**src/rtl/divr_pkg.sv**
```systemverilog
package divr_pkg;
  typedef enum logic [0:0] {
    ST_IDLE = 1'b0,
    ST_RUN  = 1'b1
  } divr_state_e;
endpackage

```
**src/rtl/divr_ctrl.sv**
```systemverilog
module divr_ctrl #(
  parameter int QW = 8
) (
  input  logic clk,
  input  logic rst_n,
  input  logic start,
  output logic busy,
  output logic load,
  output logic step_en,
  output logic last_step,
  output logic done
);
  import divr_pkg::*;

  localparam int CW = $clog2(QW + 1);

  divr_state_e     state_q;
  logic [CW-1:0]   cnt_q;

  // A start is only honoured in the idle state (busy starts are dropped).
  assign load      = start && (state_q == ST_IDLE);
  assign step_en   = (state_q == ST_RUN);
  assign last_step = step_en && (cnt_q == CW'(1));
  assign busy      = step_en;

  always_ff @(posedge clk or negedge rst_n) begin
    if (!rst_n) begin
      state_q <= ST_IDLE;
      cnt_q   <= '0;
      done    <= 1'b0;
    end else begin
      done <= last_step;
      if (load) begin
        state_q <= ST_RUN;
        cnt_q   <= CW'(QW);
      end else if (step_en) begin
        cnt_q <= cnt_q - CW'(1);
        if (last_step) state_q <= ST_IDLE;
      end
    end
  end
endmodule

```
**src/rtl/divr_datapath.sv**
```systemverilog
module divr_datapath #(
  parameter int OPW = 8
) (
  input  logic           clk,
  input  logic           rst_n,
  input  logic           load,
  input  logic           step_en,
  input  logic [OPW-1:0] dividend,
  input  logic [OPW-1:0] divisor,
  output logic           q_bit,
  output logic           ovf_bit,
  output logic [OPW-1:0] part_rem,
  output logic [OPW-1:0] div_hold
);
  localparam int DW = OPW + 1;  // doubled remainder width
  localparam int TW = OPW + 2;  // trial width, MSB is the sign

  // Trial difference: doubled remainder minus divisor, one guard bit for sign.
  function automatic logic [TW-1:0] trial_of(input logic [DW-1:0] dbl,
                                             input logic [OPW-1:0] d);
    return {1'b0, dbl} - {2'b00, d};
  endfunction

  logic [DW-1:0] dbl_hold;
  logic [TW-1:0] trial;
  logic [DW-1:0] next_rem;

  // Doubled remainder is kept aside and chosen when the trial goes negative.
  assign dbl_hold = {part_rem, 1'b0};
  assign trial    = trial_of(dbl_hold, div_hold);
  assign q_bit    = ~trial[TW-1];
  assign next_rem = q_bit ? trial[DW-1:0] : dbl_hold;
  assign ovf_bit  = next_rem[DW-1];

  always_ff @(posedge clk or negedge rst_n) begin
    if (!rst_n) begin
      part_rem <= '0;
      div_hold <= '0;
    end else if (load) begin
      part_rem <= dividend;
      div_hold <= divisor;
    end else if (step_en) begin
      part_rem <= next_rem[OPW-1:0];
    end
  end
endmodule

```
**src/rtl/divr_qreg.sv**
```systemverilog
module divr_qreg #(
  parameter int QW = 8
) (
  input  logic          clk,
  input  logic          rst_n,
  input  logic          load,
  input  logic          step_en,
  input  logic          q_bit,
  output logic [QW-1:0] quotient
);
  always_ff @(posedge clk or negedge rst_n) begin
    if (!rst_n) begin
      quotient <= '0;
    end else if (load) begin
      quotient <= '0;
    end else if (step_en) begin
      quotient <= {quotient[QW-2:0], q_bit};
    end
  end
endmodule

```
**src/rtl/divr_frac_div.sv**
```systemverilog
module divr_frac_div #(
  parameter int QW  = 8,
  parameter int OPW = 8
) (
  input  logic           clk,
  input  logic           rst_n,
  input  logic           start,
  input  logic [OPW-1:0] dividend,
  input  logic [OPW-1:0] divisor,
  output logic           busy,
  output logic           done,
  output logic [QW-1:0]  quotient,
  output logic [OPW-1:0] remainder
);
  // Internal events, named for the bound checker.
  logic           load;
  logic           step_en;
  logic           last_step;
  logic           q_bit;
  logic           ovf_bit;
  logic [OPW-1:0] part_rem;
  logic [OPW-1:0] div_hold;

  divr_ctrl #(.QW(QW)) ctrl_i (
    .clk       (clk),
    .rst_n     (rst_n),
    .start     (start),
    .busy      (busy),
    .load      (load),
    .step_en   (step_en),
    .last_step (last_step),
    .done      (done)
  );

  divr_datapath #(.OPW(OPW)) dp_i (
    .clk      (clk),
    .rst_n    (rst_n),
    .load     (load),
    .step_en  (step_en),
    .dividend (dividend),
    .divisor  (divisor),
    .q_bit    (q_bit),
    .ovf_bit  (ovf_bit),
    .part_rem (part_rem),
    .div_hold (div_hold)
  );

  divr_qreg #(.QW(QW)) qreg_i (
    .clk      (clk),
    .rst_n    (rst_n),
    .load     (load),
    .step_en  (step_en),
    .q_bit    (q_bit),
    .quotient (quotient)
  );

  assign remainder = part_rem;
endmodule

```
**config.mk**
```make
export PLATFORM = sky130hd
export DESIGN_NAME = divr_frac_div
export DESIGN_NICKNAME = d
export VERILOG_FILES = /design/src/rtl/divr_pkg.sv /design/src/rtl/divr_ctrl.sv /design/src/rtl/divr_datapath.sv /design/src/rtl/divr_qreg.sv /design/src/rtl/divr_frac_div.sv
export SDC_FILE = /design/constraint.sdc
export NUM_CORES = 1
export LEC_CHECK = 0
export CORE_AREA = 3 3 78 80
export DETAILED_ROUTE_END_ITERATION = 7
export DIE_AREA = 0 0 81 83
export PLACE_DENSITY_LB_ADDON = 0.25
export SYNTH_ARGS = -nofsm -noshare
export SYNTH_HDL_FRONTEND = slang
export SYNTH_SLANG_ARGS = --single-unit
```
**constraint.sdc**
```tcl
create_clock -name clk -period 3 [get_ports clk]
set_input_delay 0.3 -clock clk [delete_from_list [all_inputs] [get_ports clk]]
set_output_delay 0.3 -clock clk [all_outputs]
set_load 0.02 [all_outputs]
```
==> Word level (Yosys, flattened, before mapping) <==
Index checks and enable logic that the tools add are counted.
{ "word_totals": {"output_inout_bits": 18, "word_cells": 24, "register_bits": 30, "in_bits": 19} }
{ "op_classes": {"bitwise_logic": 2, "n_reduce_logical": 3, "muxes": 10, "n_addsub": 2, "eq_ne": 1} }
{ "ops": {"columns": ["operator", "count"], "rows": [
  ["$mux 8", 5],
  ["$sub 9x8->10", 1],
  ["$mux 4", 2],
  ["$eq 4x1->1 const B", 1],
  ["$sub 4x1->4 const B", 1],
  ["$mux 1", 3],
  ["$logic_and 1x1->1", 2],
  ["$not 1->1", 2],
  ["$reduce_bool 2->1", 1]
]} }

==> Longest topological paths before layout <==
Gate-level depths: netlist of the first run.
{ "logic_depth": {"ltp_word": 5, "depth_mapped": 7, "mapped_depth_nobuf": 7} }

==> By module <==
Synthesis of the first run repeated with hierarchy kept, for this count alone.
{ "hier_totals": {"cells_unflattened": 194, "area_unflattened_um2": 1836.8} }
{ "by_module_without_submodules": {"columns": ["mod", "n_inst", "cells_per_inst", "area_per_inst_um2"], "rows": [
  ["divr_datapath", 1, 144, 1227.4],
  ["divr_qreg", 1, 26, 325.3],
  ["divr_ctrl", 1, 24, 284.0]
]} }

==> Worst setup path after synthesis of the first run <==
OpenSTA, ideal clock, no wires.
{ "synth_timing": {"kind": "flip-flop to flip-flop", "from": "register dp_i.part_rem[5]", "to": "register qreg_i.quotient[0]", "path_slack_ns": 0.772, "t_arrival_ns": 2.104, "stages_incl_launch_ff": 7, "period_less_slack_ns": 2.228, "t_required_ns": 2.876, "path_cell_list": "dfrtp_1 -> ha_1 -> a21o_1 -> a211o_1 -> nor3_4 -> nor2b_1 -> or2_1"} }
{ "synth_via": {"elab_chain_len": 4} }
{ "synth_rtl": {"columns": ["item", "line", "source"], "rows": [
  ["from (decl)", "divr_datapath.sv:12", "output logic [OPW-1:0] part_rem,"],
  ["from (signal assigned)", "divr_datapath.sv:40", "part_rem <= dividend;"],
  ["from (signal assigned)", "divr_datapath.sv:43", "part_rem <= next_rem[OPW-1:0];"],
  ["$sub 9x8->10", "divr_datapath.sv:21", "return {1'b0, dbl} - {2'b00, d};"],
  ["$not 1->1", "divr_datapath.sv:31", "assign q_bit = ~trial[TW-1];"],
  ["$mux 8", "divr_qreg.sv:16", "end else if (step_en) begin"],
  ["$mux 8", "divr_qreg.sv:14", "end else if (load) begin"],
  ["to (signal assigned)", "divr_qreg.sv:17", "quotient <= {quotient[QW-2:0], q_bit};"],
  ["to (decl)", "divr_qreg.sv:9", "output logic [QW-1:0] quotient"]
]} }
Every way passes these cells. The select of a mux whose other input is x is not followed.
A chain may end at the register's enable or synchronous reset.

==> Worst setup path in the final report of the first run <==
Same ends and word-level chain as after synthesis.

==> flow_metrics.py, run 1 <==
metrics = {
    "worst_setup_path": {
        "crit_path_start": "dp_i.part_rem[5]$_DFFE_PN0P_",
        "worstPathArrival_ns": 2.48,
        "critical-path-top-delay-family": "simple AND/OR/NAND/NOR gates",
        "cp_cell_sequence": "ha_1 > a21o_1 > a211o_1 > nor3_4 > nor2b_1 > or2_1",
        "worstSetupEndpointType": "flop",
        "path_depth": 6,
        "path_class": "reg2reg",
        "crit_path_top_delay_cell": "nor3_4",
        "slowest_delay_ns": 0.46,
        "cp-start-kind": "flop",
        "endpoint": "qreg_i.quotient[0]$_DFFE_PN0P_",
        "critPathMaxFanout": 10,
        "reg2regPathDepth": 6,
        "r2r-end": "qreg_i.quotient[0]$_DFFE_PN0P_",
        "reg2reg_slack_ns": 0.69,
        "worstPathRequired_ns": 3.17,
        "crit_buf_inv": 0,
        "r2r-start": "dp_i.part_rem[5]$_DFFE_PN0P_",
    },
    "floorplanning": {
        "start_util_pct": 30.8,
        "rows": 27,
        "die_w_um": 81,
        "core_area_um2": 5470,
        "ios": 37,
        "dieArea_um2": 6720,
        "die_h_um": 83,
    },
    "cells_and_area": {
        "n_fill_cell": 578,
        "stdcell_count": 280,
        "mostFrequentLayoutCell": "clkdlybuf4s50_1",
        "area_delta_synth_final_pct": 33.0,
        "multi_input_area_um2": 867,
        "regArea_um2": 751,
        "stdcell_area_um2": 2240,
        "final_cell_mix": "clkdlybuf4s50_1, dfrtp_1, nand2_1",
        "diodes": 0,
        "drive_above_1_share_pct": 7.69,
        "final_nets": 236,
    },
    "synthesis": {
        "ys_types": 38,
        "synth_top_cell_area_share_pct": 44.5,
        "yosys.area.top_type": "dfrtp_1",
        "async_flop_share_pct": 100,
        "ys_ff_latch": 30,
        "synth_flop_cell": "dfrtp_1",
        "synth-seq-area-share_pct": 44.5,
        "synth.avg_cell_area_um2": 10.0,
        "synth_fp_nets": 197,
        "netlist_area_um2": 1690,
        "synth_area_leaders": "dfrtp_1, ha_1, mux2i_1",
        "yosys_warnings": 0,
        "syn_inst": 168,
        "synth_edf_count": 0,
    },
    "detailed_routing": {
        "top_layer": "met4",
        "first_pass_iters": 4,
        "wl_per_cell_um": 13.0,
        "wl_mm": 3.64,
        "ant_nets": 0,
        "via_count": 1302,
        "wl_met2_mm": 1.50,
        "avgViaCountPerCell": 4.65,
        "drt_iter0_markers": 104,
        "wirelength_met1_mm": 1.92,
        "drc_errors": 0,
        "met3WireLength_um": 165,
    },
    "clock_network": {
        "cts.clk_slew.worst_paths_ns": 0.07,
        "cts_made_buffers": 5,
        "clock-sinks": 30,
        "clock_latency_ns": 0.28,
        "cts_tree": "yes",
        "cts_post_setup_buffers_inserted": 0,
        "cts-htree-levels": 2,
        "clockBufferDepth": 2,
        "postCtsHoldBufs": 0,
        "ctsRootBufferMaster": "clkbuf_8",
        "cts_resized": 0,
    },
    "hold_path": {
        "min_path_type": "in2async",
    },
    "sta": {
        "period_needed_ns": 2.31,
        "setup_tns_ns": 0,
        "rsz0062_at_grt": "false",
        "tightest_slew_ns": 0.886,
        "setup_violations": 0,
        "finalMaxSlewViolations": 0,
        "fmaxAchievable_mhz": 433,
        "slew_headroom_pct": 40.8,
        "fin_ws_ns": 0.690,
        "fin_crit_sh_pct": 77.0,
        "finalHoldViolCount": 0,
        "hold_ws_ns": 0.403,
        "skew_ns": 0.00471,
    },
    "global_routing": {
        "track_usage_pct": 12.0,
        "grt_pass1_wl_mm": 6.39,
        "grt_pass1_vias": 1286,
        "grt_antenna_before_repair": 0,
        "grt_max_degree": 31,
        "overflow": 0,
    },
    "placed_design": {
        "dp_hpwl_mm": 2.56,
        "gp_congestion": 0.829,
        "portBuffers": 36,
        "numPlacedInstances": 272,
        "dp_slack_ns": 0.669,
        "dpl_cell_area_um2": 2130,
    },
    "power": {
        "max-vdd-ir-drop_v": 0.000490,
        "total_leakage_power_nw": 0.965,
        "powerDensity_nw_per_um2": 1370,
    },
    "run_status": {
        "outcome": "finished clean",
    },
    "job": {
        "maxCapViolCount": 0,
    },
}
==> worst min path at each step <==
stage / to / slack, ns / depth (start not counted)
after floorplan: ctrl_i.busy$_DFF_PN0_ / 0.004 / 0
after global placement: qreg_i.quotient[7]$_DFFE_PN0P_ / 0.48 / 1
after detailed placement: qreg_i.quotient[7]$_DFFE_PN0P_ / 0.49 / 1
after CTS: dp_i.part_rem[6]$_DFFE_PN0P_ / 0.42 / 2
after global routing: dp_i.div_hold[3]$_DFFE_PN0P_ / 0.44 / 2
final: dp_i.div_hold[5]$_DFFE_PN0P_ / 0.40 / 2
==> kinds of logic after synthesis <==
| group | share of synthesized area, % |
|---|---|
| multiplexers | 6.09 |
| flip-flops | 44.5 |
| buffers and inverters | 4.01 |
| adder cells (fa/ha/maj) | 7.87 |
| AO/OA/AOI/OAI | 18.0 |
| AND/OR/NAND/NOR | 16.9 |
| XOR/XNOR | 2.60 |
==> cell usage after synthesis, types with 2 or more instances <==
cell type  number
mux2_2          2
nor2_1          8
nor2b_1        11
xnor2_1         3
o21ai_0        10
a211oi_1        7
a21o_1          4
o22ai_1         2
nand2b_1        5
a22o_1          5
nor3_1          2
clkbuf_1        6
ha_1            9
mux2i_1         8
dfrtp_1        30
nand2_1        15
a211o_1         2
nor3b_1         3
inv_1          11
xor2_1          2
o211ai_1        2
a21oi_1         5
==> per-layer routing <==
| layer | vias up | track usage, % |
|---|---|---|
| met1 | 594 | 18.0 |
| met2 | 27 | 16.0 |
| met4 | 0 | 4.61 |
| met3 | 6 | 3.36 |
| li1 | 675 | - |
| met5 | - | 0 |
==> layout make-up <==
cell class,count,share of cell area (%)
clock buffer,5,3.07
clock inverter,3,1.79
inverter,11,1.84
multi-input combinational,120,38.7
sequential,30,33.5
tap,72,4.02
timing repair buffer,39,17.1
==> state kept, by name (all words and copies together), names as in the netlist <==
register / cells
ctrl_i.done: 1
qreg_i.quotient: 8
dp_i.part_rem: 8
ctrl_i.cnt_q: 4
ctrl_i.busy: 1
dp_i.div_hold: 8
==> where the power goes <==
group / total (W) / switching [W] / internal [W]
registers: 0.000822 / 0.000196 / 0.000627
logic: 0.00183 / 0.000919 / 0.000915
clock network: 0.000408 / 0.000163 / 0.000244
==> through the flow <==
stage	power [W]	util, %
floorplan	0.00215	-
global placement	0.00267	39.0
global route	0.00336	40.9
detailed placement	0.00268	39.0
finish	0.00306	40.9
CTS	0.00310	40.9
Note: power is estimated with default switching activity, not from simulation.
==> run 2, diff against run 1 <==
==> constraint.sdc (replaced) <==
create_clock -name clk -period 1.9 [get_ports clk]
set_input_delay 0.19 -clock clk [delete_from_list [all_inputs] [get_ports clk]]
set_output_delay 0.19 -clock clk [all_outputs]
set_load 0.02 [all_outputs]
==> flow_metrics.py, run 2 (synthesized netlist as in run 1, its figures left out) <==
metrics = {
    "run_status": {
        "outcome": "finished clean",
    },
    "worst_setup_path": {
        "worstSetupEndpointType": "flop",
        "critical-path-top-delay-family": "compound AO/OA/AOI/OAI gates",
        "r2r-end": "dp_i.part_rem[4]$_DFFE_PN0P_",
        "critPathMaxFanout": 7,
        "worstPathArrival_ns": 1.98,
        "slowest_delay_ns": 0.42,
        "cp-start-kind": "flop",
        "r2r-start": "dp_i.part_rem[5]$_DFFE_PN0P_",
        "crit_buf_inv": 1,
        "crit_path_top_delay_cell": "dfrtp_2",
        "path_class": "reg2reg",
        "cp_cell_sequence": "ha_4 > a21o_1 > a211o_1 > nor3_4 > buf_6 > mux2i_1 > a21oi_1",
        "worstPathRequired_ns": 2.05,
        "reg2regPathDepth": 7,
        "reg2reg_slack_ns": 0.07,
    },
    "detailed_routing": {
        "drc_errors": 0,
        "ant_nets": 0,
        "first_pass_iters": 4,
        "via_count": 1420,
        "wl_per_cell_um": 13.5,
        "avgViaCountPerCell": 4.75,
        "drt_iter0_markers": 69,
        "wl_mm": 4.05,
    },
    "cells_and_area": {
        "final_cell_mix": "clkdlybuf4s50_1, dfrtp_1, buf_4",
        "mostFrequentLayoutCell": "clkdlybuf4s50_1",
        "final_nets": 255,
        "area_delta_synth_final_pct": 50.9,
        "diodes": 0,
        "n_fill_cell": 530,
        "drive_above_1_share_pct": 22.0,
        "largestRegisters": "dp_i.div_hold x8, dp_i.part_rem x8, qreg_i.quotient x8",
    },
    "global_routing": {
        "grt_max_degree": 31,
        "grt_antenna_before_repair": 0,
        "overflow": 0,
        "grt_pass1_wl_mm": 6.73,
        "track_usage_pct": 12.7,
        "grt_pass1_vias": 1390,
    },
    "sta": {
        "fin_ws_ns": 0.0713,
        "finalMaxSlewViolations": 0,
        "hold_ws_ns": 0.301,
        "skew_ns": 0.00534,
        "tightest_slew_ns": 0.492,
        "setup_tns_ns": 0,
        "setup_violations": 0,
        "slew_headroom_pct": 67.1,
        "fin_crit_sh_pct": 96.2,
        "rsz0062_at_grt": "true",
        "finalHoldViolCount": 0,
        "period_needed_ns": 1.83,
        "fmaxAchievable_mhz": 547,
    },
    "floorplanning": {
        "die_w_um": 81,
        "rows": 27,
        "ios": 37,
        "start_util_pct": 30.8,
        "dieArea_um2": 6720,
        "die_h_um": 83,
        "core_area_um2": 5470,
    },
    "job": {
        "maxCapViolCount": 0,
    },
    "hold_path": {
        "min_path_type": "in2async",
    },
    "placed_design": {
        "dp_hpwl_mm": 2.90,
        "gp_congestion": 0.777,
        "portBuffers": 36,
        "dp_slack_ns": 0.00216,
    },
    "power": {
        "total_leakage_power_nw": 1.08,
        "max-vdd-ir-drop_v": 0.000887,
        "powerDensity_nw_per_um2": 2290,
    },
    "clock_network": {
        "ctsRootBufferMaster": "clkbuf_8",
        "cts.clk_slew.worst_paths_ns": 0.07,
        "cts_made_buffers": 5,
        "cts_tree": "yes",
        "clock_latency_ns": 0.28,
        "cts-htree-levels": 2,
        "clock-sinks": 30,
        "clockBufferDepth": 2,
    },
}
[run 2: how the worst max path moves through the flow]
stage                                           to                    startpoint  cells past startpoint  slack (ns)
finish                dp_i.part_rem[4]$_DFFE_PN0P_  dp_i.part_rem[5]$_DFFE_PN0P_                      7        0.07
global route          dp_i.part_rem[4]$_DFFE_PN0P_  dp_i.part_rem[5]$_DFFE_PN0P_                      7       -0.04
CTS                   dp_i.part_rem[6]$_DFFE_PN0P_  dp_i.part_rem[0]$_DFFE_PN0P_                      7       0.009
detailed placement    dp_i.part_rem[5]$_DFFE_PN0P_  dp_i.part_rem[4]$_DFFE_PN0P_                      7       0.002
global placement      dp_i.part_rem[5]$_DFFE_PN0P_  dp_i.part_rem[3]$_DFFE_PN0P_                      7       -0.04
floorplan           qreg_i.quotient[0]$_DFFE_PN0P_  dp_i.part_rem[5]$_DFFE_PN0P_                      6       -0.03
[run 2: final cells by class]
class | instances | area [µm²] | area share, %
repair buffers | 58 | 533 | 21.0
multi-input cells | 120 | 983 | 38.7
clock buffers | 6 | 82.6 | 3.25
clock inverters | 2 | 60.1 | 2.36
inverters | 11 | 41.3 | 1.62
well taps | 72 | 90.1 | 3.54
flip-flops and latches | 30 | 753 | 29.6
[run 2: power by group]
group / switching [W] / internal, W / total, W
clock network: 0.000253 / 0.000559 / 0.000813
registers: 0.000253 / 0.000995 / 0.00125
logic: 0.00179 / 0.00198 / 0.00376
[run 2: through the flow]
stage                     total power [W]  util, %  instance area, µm²  instances
final                             0.00582     46.5                2540        299
after global routing              0.00635     46.5                2540        299
after CTS                         0.00550     44.5                2430        295
after detailed placement          0.00463     41.8                2290        287
after global placement            0.00462     41.8                2290        287
after floorplan                   0.00349        -                1730        168
[run 2: what timing repair did]
item,CTS,global route
hold buffers,0,0
setup buffers,0,4
setup endpoints to repair,2,7
gates resized for setup,1,12
pin swaps,1,1
[run 2: routing by layer]
metal	part of all wire, %	vias up	wire length (µm)	track usage [%]
met3	3.8	5	155	3.04
met4	1.6	0	65	4.61
li1	-	710	-	-
met5	0	-	0	0
met1	47	680	1880	18.0
met2	48	25	1940	18.7
[run 2: worst reg2reg max path, delay by kind of cell, from the launching register on]
family | cells | cell delay, ns
AO/OA/AOI/OAI | 3 | 0.54
adder cells (fa/ha/maj) | 1 | 0.24
buffers and inverters | 1 | 0.15
flip-flops | 1 | 0.42
multiplexers | 1 | 0.18
AND/OR/NAND/NOR | 1 | 0.16
==> run 3, diff against run 2 <==
--- a/config.mk
+++ b/config.mk
@@ -8,7 +8,9 @@
 export CORE_AREA = 3 3 78 80
 export DETAILED_ROUTE_END_ITERATION = 7
 export DIE_AREA = 0 0 81 83
+export MAX_ROUTING_LAYER = met4
 export PLACE_DENSITY_LB_ADDON = 0.25
+export RECOVER_POWER = 100
 export SYNTH_ARGS = -nofsm -noshare
 export SYNTH_HDL_FRONTEND = slang
 export SYNTH_SLANG_ARGS = --single-unit
==> flow_metrics.py, run 3 (synthesized netlist as in run 1, its figures left out) <==
metrics = {
    "run_status": {
        "outcome": "finished clean",
    },
    "clock_network": {
        "cts.clk_slew.worst_paths_ns": 0.07,
        "clockBufferDepth": 2,
        "postCtsHoldBufs": 0,
        "cts-htree-levels": 2,
        "clock_latency_ns": 0.28,
        "ctsRootBufferMaster": "clkbuf_8",
        "cts_tree": "yes",
        "clock-sinks": 30,
        "cts_made_buffers": 5,
    },
    "sta": {
        "period_needed_ns": 1.83,
        "tightest_slew_ns": 0.782,
        "skew_ns": 0.00570,
        "rsz0062_at_grt": "true",
        "setup_violations": 0,
        "finalHoldViolCount": 0,
        "slew_headroom_pct": 47.9,
        "fin_crit_sh_pct": 96.3,
        "fmaxAchievable_mhz": 546,
        "setup_tns_ns": 0,
        "finalMaxSlewViolations": 0,
    },
    "cells_and_area": {
        "n_fill_cell": 532,
        "largestRegisters": "dp_i.div_hold x8, dp_i.part_rem x8, qreg_i.quotient x8",
        "final_cell_mix": "dfrtp_1, clkdlybuf4s50_1, dlygate4sd3_1, buf_4, nand2_1",
        "drive_above_1_share_pct": 21.6,
        "area_delta_synth_final_pct": 50.6,
        "multi_input_area_um2": 983,
        "diodes": 0,
        "mostFrequentLayoutCell": "dfrtp_1",
        "final_util_pct": 46.4,
        "regArea_um2": 753,
        "final_nets": 255,
    },
    "floorplanning": {
        "core_area_um2": 5470,
        "die_w_um": 81,
        "dieArea_um2": 6720,
        "die_h_um": 83,
        "ios": 37,
        "start_util_pct": 30.8,
        "rows": 27,
    },
    "worst_setup_path": {
        "worstPathRequired_ns": 2.05,
        "critPathMaxFanout": 7,
        "cp-start-kind": "flop",
        "worstPathArrival_ns": 1.98,
        "worstSetupEndpointType": "flop",
        "path_class": "reg2reg",
    },
    "power": {
        "powerDensity_nw_per_um2": 2270,
        "max-vdd-ir-drop_v": 0.000870,
        "total_leakage_power_nw": 1.09,
    },
    "global_routing": {
        "grt_pass1_vias": 1387,
        "overflow": 0,
        "grt_antenna_before_repair": 0,
        "grt_pass1_wl_mm": 6.73,
        "track_usage_pct": 13.1,
        "grt_max_degree": 31,
    },
    "detailed_routing": {
        "ant_nets": 0,
        "via_count": 1432,
        "wl_per_cell_um": 13.6,
        "drc_errors": 0,
        "avgViaCountPerCell": 4.79,
        "first_pass_iters": 4,
        "drt_iter0_markers": 91,
        "wl_mm": 4.06,
    },
    "placed_design": {
        "dp_hpwl_mm": 2.90,
        "gp_congestion": 0.788,
        "portBuffers": 36,
    },
    "job": {
        "maxCapViolCount": 0,
    },
    "hold_path": {
        "min_path_type": "in2reg",
    },
}
[run 3: cell count changes in the layout (fill, tap and decap cells not counted)]
| cell | delta |
|---|---|
| clkbuf_1 | +1 |
| clkbuf_2 | +1 |
| buf_4 | -2 |
| clkdlybuf4s50_1 | -18 |
| dlygate4sd3_1 | +18 |
[run 3: per-stage QoR]
stage	power [W]	instance area (µm²)	hold slack, ns	setup slack, ns	instances
finish	0.00576	2540	0.464	0.0700	299
global route	0.00628	2540	0.482	-0.0434	299
CTS	0.00550	2430	0.318	0.00889	295
detailed placement	0.00463	2290	0.491	0.00216	287
global placement	0.00462	2290	0.490	-0.0400	287
floorplan	0.00349	1730	-0.106	-0.0290	168
[run 3: metal layers]
layer	vias to the layer above	GRT usage [%]	wire length, µm
met3	7	2.93	146
met4	0	4.61	67
met5	-	-	0
met1	688	18.2	1900
li1	712	-	-
met2	25	18.7	1950
[run 3: where the power goes]
| part | total (W) | leakage, nW | internal (W) | switching [W] |
|---|---|---|---|---|
| logic | 0.00370 | 0.661 | 0.00191 | 0.00179 |
| registers | 0.00124 | 0.354 | 0.000995 | 0.000248 |
| clock network | 0.000815 | 0.0714 | 0.000559 | 0.000256 |
[run 3: layout make-up]
type                       count  share of cell area [%]
timing repair buffer          58                    20.8
inverter                      11                    1.63
tap                           72                    3.55
multi-input combinational    120                    38.8
clock inverter                 2                    2.37
clock buffer                   6                    3.25
sequential                    30                    29.7
[run 3: final timing paths]
kind / from / depth (start not counted) / end / slack [ns]
worst max-delay path: dp_i.part_rem[5]$_DFFE_PN0P_ / 7 / dp_i.part_rem[4]$_DFFE_PN0P_ / 0.07
worst min-delay path: divisor[7] / 3 / dp_i.div_hold[7]$_DFFE_PN0P_ / 0.46
worst max register to register: dp_i.part_rem[5]$_DFFE_PN0P_ / 7 / dp_i.part_rem[4]$_DFFE_PN0P_ / 0.07
worst min register to register: qreg_i.quotient[7]$_DFFE_PN0P_ / 1 / qreg_i.quotient[7]$_DFFE_PN0P_ / 0.50
max in group asynchronous: rst_n / 2 / dp_i.part_rem[4]$_DFFE_PN0P_ / 0.84
min in group asynchronous: rst_n / 2 / qreg_i.quotient[2]$_DFFE_PN0P_ / 0.51
[run 3: worst max-delay path, stage by stage, from the launching register on]
cell and delay, ns:
dfrtp_2 0.42, ha_4 0.24, a21o_1 0.17, a211o_1 0.30
nor3_4 0.16, buf_6 0.15, mux2i_1 0.17, a21oi_1 0.07
[run 3: timing repair]
| item | 4_1_cts | 5_1_grt |
|---|---|---|
| endpoints found under the hold margin | 0 | 0 |
| setup buffers | 0 | 4 |
| pin swaps | 1 | 1 |
| resized for setup | 1 | 12 |
| endpoints found under the setup margin | 2 | 7 |
